--- src/rtl/pcm_voice_pkg.sv ---
package pcm_voice_pkg;
  parameter int unsigned POS_INT_W  = 16;
  parameter int unsigned POS_FRAC_W = 8;
  parameter int unsigned STEP_INT_W = 8;
  parameter int unsigned SAMPLE_W   = 8;
  parameter int unsigned VOL_W      = 8;
  parameter int unsigned OUT_W      = 16;

  localparam int unsigned POS_W  = POS_INT_W + POS_FRAC_W;
  localparam int unsigned STEP_W = STEP_INT_W + POS_FRAC_W;

  typedef struct packed {
    logic [POS_INT_W-1:0]  int_part;
    logic [POS_FRAC_W-1:0] frac_part;
  } pos_t;
endpackage

--- src/rtl/pcm_phase_acc.sv ---
module pcm_phase_acc
  import pcm_voice_pkg::*;
#(
  parameter int unsigned INT_W   = POS_INT_W,
  parameter int unsigned FRAC_W  = POS_FRAC_W,
  parameter int unsigned SINT_W  = STEP_INT_W
) (
  input  logic                    clk_i,
  input  logic                    rst_ni,
  input  logic                    tick_i,
  input  logic [SINT_W+FRAC_W-1:0] step_i,
  input  logic [INT_W-1:0]        loop_len_i,
  input  logic [INT_W-1:0]        loop_end_i,
  output logic [INT_W-1:0]        next_int_o
);
  localparam int unsigned PW = INT_W + FRAC_W;
  localparam int unsigned SW = SINT_W + FRAC_W;

  logic [PW-1:0] pos_q, pos_d, adv, wrapped, step_ext;
  logic          step_zero, past_end;

  generate
    if (PW > SW) begin : g_ext
      assign step_ext = {{(PW-SW){1'b0}}, step_i};
    end else begin : g_noext
      assign step_ext = step_i[PW-1:0];
    end
  endgenerate

  assign step_zero = (step_i == '0);
  assign adv       = pos_q + step_ext;
  assign past_end  = (adv[PW-1:FRAC_W] >= loop_end_i);
  // loop length only touches the integer part; fraction passes through
  assign wrapped   = adv - {loop_len_i, {FRAC_W{1'b0}}};

  always_comb begin
    pos_d = pos_q;
    if (!step_zero) pos_d = past_end ? wrapped : adv;
  end

  always_ff @(posedge clk_i or negedge rst_ni) begin
    if (!rst_ni)     pos_q <= '0;
    else if (tick_i) pos_q <= pos_d;
  end

  assign next_int_o = pos_d[PW-1:FRAC_W];
endmodule

--- src/rtl/pcm_scale.sv ---
module pcm_scale
  import pcm_voice_pkg::*;
#(
  parameter int unsigned S_W = SAMPLE_W,
  parameter int unsigned V_W = VOL_W,
  parameter int unsigned O_W = OUT_W
) (
  input  logic           clk_i,
  input  logic           rst_ni,
  input  logic           en_i,
  input  logic [S_W-1:0] sample_i,
  input  logic [V_W-1:0] vol_i,
  output logic [O_W-1:0] sample_o,
  output logic           valid_o
);
  localparam int unsigned PW = S_W + V_W;

  logic signed [PW-1:0] s_ext, v_ext, prod, scaled;

  assign s_ext  = {{V_W{sample_i[S_W-1]}}, sample_i};
  assign v_ext  = {{S_W{1'b0}}, vol_i};
  assign prod   = s_ext * v_ext;
  assign scaled = prod >>> V_W;

  logic [O_W-1:0] out_d;
  generate
    if (O_W > PW) begin : g_wide
      assign out_d = {{(O_W-PW){scaled[PW-1]}}, scaled};
    end else begin : g_narrow
      assign out_d = scaled[O_W-1:0];
    end
  endgenerate

  always_ff @(posedge clk_i or negedge rst_ni) begin
    if (!rst_ni) begin
      sample_o <= '0;
      valid_o  <= 1'b0;
    end else begin
      valid_o <= en_i;
      if (en_i) sample_o <= out_d;
    end
  end
endmodule

--- src/rtl/pcm_voice.sv ---
module pcm_voice
  import pcm_voice_pkg::*;
(
  input  logic                  clk_i,
  input  logic                  rst_ni,
  input  logic                  tick_i,
  input  logic [STEP_W-1:0]     step_i,
  input  logic [POS_INT_W-1:0]  loop_len_i,
  input  logic [POS_INT_W-1:0]  loop_end_i,
  input  logic [VOL_W-1:0]      volume_i,
  output logic [POS_INT_W-1:0]  mem_addr_o,
  output logic                  mem_rd_o,
  input  logic [SAMPLE_W-1:0]   mem_data_i,
  output logic [OUT_W-1:0]      sample_o,
  output logic                  valid_o
);
  logic [VOL_W-1:0] vol_q;
  logic             rd_pend_q;

  pcm_phase_acc #(
    .INT_W (POS_INT_W),
    .FRAC_W(POS_FRAC_W),
    .SINT_W(STEP_INT_W)
  ) u_acc (
    .clk_i     (clk_i),
    .rst_ni    (rst_ni),
    .tick_i    (tick_i),
    .step_i    (step_i),
    .loop_len_i(loop_len_i),
    .loop_end_i(loop_end_i),
    .next_int_o(mem_addr_o)
  );

  assign mem_rd_o = tick_i;

  always_ff @(posedge clk_i or negedge rst_ni) begin
    if (!rst_ni) begin
      vol_q     <= '0;
      rd_pend_q <= 1'b0;
    end else begin
      rd_pend_q <= tick_i;
      if (tick_i) vol_q <= volume_i;
    end
  end

  pcm_scale #(
    .S_W(SAMPLE_W),
    .V_W(VOL_W),
    .O_W(OUT_W)
  ) u_scale (
    .clk_i   (clk_i),
    .rst_ni  (rst_ni),
    .en_i    (rd_pend_q),
    .sample_i(mem_data_i),
    .vol_i   (vol_q),
    .sample_o(sample_o),
    .valid_o (valid_o)
  );
endmodule

--- config.mk ---
export PLATFORM = sky130hd
export DESIGN_NAME = pcm_voice
export DESIGN_NICKNAME = d
export VERILOG_FILES = /design/src/rtl/pcm_voice_pkg.sv /design/src/rtl/pcm_phase_acc.sv /design/src/rtl/pcm_scale.sv /design/src/rtl/pcm_voice.sv
export SDC_FILE = /design/constraint.sdc
export NUM_CORES = 1
export LEC_CHECK = 0
export BUFFER_PORTS_ARGS = -buffer_cell sky130_fd_sc_hd__buf_2
export CAP_MARGIN = 40
export CORE_MARGIN = 4
export CORE_UTILIZATION = 25
export CTS_BUF_LIST = sky130_fd_sc_hd__clkbuf_16
export DETAILED_ROUTE_END_ITERATION = 10
export PLACE_DENSITY = 0.46
export REMOVE_ABC_BUFFERS = 1
export SETUP_SLACK_MARGIN = 0.02
export SYNTH_ARGS = -nofsm -noshare
export SYNTH_HDL_FRONTEND = slang
export SYNTH_SLANG_ARGS = --single-unit
--- constraint.sdc ---
create_clock -name clk_i -period 4 [get_ports clk_i]
set_input_delay 0.2 -clock clk_i [delete_from_list [all_inputs] [get_ports clk_i]]
set_output_delay 0.2 -clock clk_i [all_outputs]
set_load 0.02 [all_outputs]
==> impl_metrics.yaml <==
grt:
  grt_pass1_vias: 6180
  grt_pass1_wl_mm: 30.3
  grt_start_max_net_pins: 33
  track_usage: 0.138
  overflow: 0
  antenna_found_initial: 0
outcome:
  violations: "negative setup slack"
  status: "finished with violations"
worst_setup_path:
  crit_path_end_kind: "primary output"
  reg2reg_depth: 20
  startpoint_type: "flip-flop"
  crit_type: "reg2out"
  worstPathRequired_ns: 3.80
  r2r-end: "u_acc.pos_q[22]"
  cp_max_fo: 7
  rrSetupSlack_ns: -0.32
  rr_startpoint: "u_acc.pos_q[0]"
  worst_ep_arrival_time_ns: 4.49
sta:
  rsz0062_at_grt: "true"
  max_freq_mhz: 213
  finalCritPeriodShare: 1.17
  timing.final.ws_setup_ns: -0.692
  min_period_ns: 4.69
  whs_ns: 0.141
  final-setup-viol-count: 38
  fin_tns_setup_ns: -12.30
  drv_slew: 0
  finalClockSkew_ns: 0.00829
  hold_viol: 0
  maxSlewHeadroom: 0.607
  worst_pin_slew_ns: 0.589
logic_synthesis:
  mappedNetlistArea_mm2: 0.00611
  yosys_warnings: 0
  ys_ff_latch: 42
  synth_cell_types: 70
  synth_edf_count: 0
  synthCells: 717
  synth_flop_cell: "dfrtp_1"
  synthArstFlopShare: 1.00
  yosysSeqAreaShare: 0.172
  synth.avg_cell_area_um2: 8.52
power_and_ir_drop:
  netSwitchingFraction: 0.459
  total_power_mw: 9.83
  clockPowerShare: 0.042
  power.density_mw_per_mm2: 1050
  power.internal_mw: 5.32
  p_switching_mw: 4.51
  p_leak_nw: 4.65
  seqPwrFrac: 0.077
  ir_drop_mv: 0.830
  combinationalPowerShare: 0.880
routing:
  vias: 5907
  antenna_left: 0
  viasPerCell: 4.50
  drtIter0Drc: 230
  avgRoutedWirePerCell_um: 14.0
  drt-pass1-iter-count: 6
  wirelength_mm: 18.4
  drc_errors: 0
place:
  port_buffers: 100
  dp_hpwl_mm: 14.6
  placed_area_mm2: 0.00811
  place_congestion: 0.827
clocking:
  cts_made_buffers: 5
  cts.sinks: 42
  root_buffer: "clkbuf_16"
  tritoncts: "built"
  htree_num_levels: 2
  clk-insertion-delay-late_ns: 0.30
  clockBufferDepth: 2
  clk_pin_slew_worst_paths_ns: 0.07
worst_hold_path:
  whs_path_depth: 2
  hold_class: "in2reg"
  holdPathEnd: "vol_q[1]"
  hold_start: "volume_i[1]"
cells_and_area:
  final_cell_mix: "buf_4 (173), buf_2 (84), ha_1 (79)"
  n_antenna_cell: 0
  final_nets: 1182
  areaGrowthSynthToFinish_pct: 52.8
  drive_above_1_share: 0.444
  finalInstanceArea_mm2: 0.00934
  final_common_cell: "buf_4"
flow_run:
  cap_viol_max_count: 0
die:
  die_y_um: 164
  core_mm2: 0.0238
  start_util: 0.257
  io-pin-count: 101
  die_area_mm2: 0.0270
  chipWidth_um: 164
  std_cell_rows: 56
-- logic make-up after synthesis --
family / count (synthesis) / synth area share
buf+inv: 112 / 0.0821
compound gates: 172 / 0.186
flops: 42 / 0.172
xor+xnor: 41 / 0.0600
fa+ha+maj: 122 / 0.295
mux: 21 / 0.0377
simple gates: 207 / 0.167
-- Yosys cell counts, types with 7 or more instances --
cell type	instances	area (um2)
and3_1	7	43.8
xnor2_1	21	184
nor2_1	41	154
nand3_1	12	60.1
fa_1	37	741
a31oi_1	9	56.3
a21o_1	13	97.6
inv_1	84	315
and2_1	34	213
nand2_1	75	282
xor2_1	19	166
a21oi_1	51	255
ha_1	85	1060
buf_4	12	90.1
o21ai_0	35	175
mux2_2	16	180
clkbuf_1	7	26.3
dfrtp_1	42	1050
o21a_1	7	52.6
-- layer usage --
layer,global-route usage,routed length [um]
met5,0,0
met4,0.0301,331
met3,0.0158,500
met2,0.249,9160
met1,0.178,8380
-- through the flow --
step / cells / worst slack, ns / utilization
floorplan: 689 / -0.457 / -
global placement: 1272 / -0.546 / 0.340
detailed placement: 1274 / -0.618 / 0.342
CTS: 1314 / -0.653 / 0.385
global route: 1313 / -0.900 / 0.393
finish: 1313 / -0.692 / 0.393
-- worst max-delay path by stage --
stage	from	end	slack (ns)	cells past startpoint
after floorplan	u_acc.pos_q[0]	mem_addr_o[15]	-0.46	16
after global routing	u_acc.pos_q[0]	mem_addr_o[7]	-0.90	20
after CTS	u_acc.pos_q[0]	mem_addr_o[7]	-0.65	20
after detailed placement	u_acc.pos_q[0]	mem_addr_o[13]	-0.62	19
after global placement	u_acc.pos_q[0]	mem_addr_o[12]	-0.55	18
final	u_acc.pos_q[0]	mem_addr_o[12]	-0.69	19
-- final cells by class --
| cell class | count | area [um2] |
|---|---|---|
| sequential | 42 | 1050 |
| inverter | 84 | 315 |
| fill | 2468 | 14400 |
| tap | 319 | 399 |
| multi-input combinational | 563 | 5210 |
| timing repair buffer | 297 | 2220 |
| clock inverter | 3 | 16.3 |
| clock buffer | 5 | 125 |
-- sequential cells by signal (all words and copies together), names as in the netlist --
| register | cells |
|---|---|
| vol_q | 8 |
| rd_pend_q | 1 |
| u_scale.sample_o | 8 |
| u_acc.pos_q | 24 |
| u_scale.valid_o | 1 |
-- power groups by stage --
stage / clock [mW] / combinational (mW) / sequential (mW)
3_3_place_gp: 0 / 6.55 / 0.751
4_1_cts: 0.435 / 8.28 / 0.754
5_1_grt: 0.447 / 9.45 / 0.784
6_report: 0.416 / 8.65 / 0.760
2_1_floorplan: 0 / 3.71 / 0.808
3_5_place_dp: 0 / 6.53 / 0.750
-- worst max-delay path, cell delays in order, from the launching register on --
cell and delay, ns:
dfrtp_1 0.39, ha_2 0.19, fa_2 0.34, a21o_1 0.18, a221o_2 0.36, buf_6 0.13, a21oi_4 0.16, buf_12 0.14
a211oi_4 0.08, nand3_2 0.11, xnor2_2 0.13, ha_1 0.26, nand4_1 0.19, inv_2 0.07, a2111oi_4 0.44, o21ai_4 0.13
buf_12 0.17, or4_1 0.46, nand4_1 0.13, buf_6 0.14
-- what timing repair did --
action	in CTS	in global routing
pin swaps	72	30
endpoints found under the hold margin	10	0
gates resized for setup	142	62
setup buffers	32	12
hold buffers	1	0
setup endpoints to repair	40	40
cloned	2	0
Power figures use the tool's default switching activity.
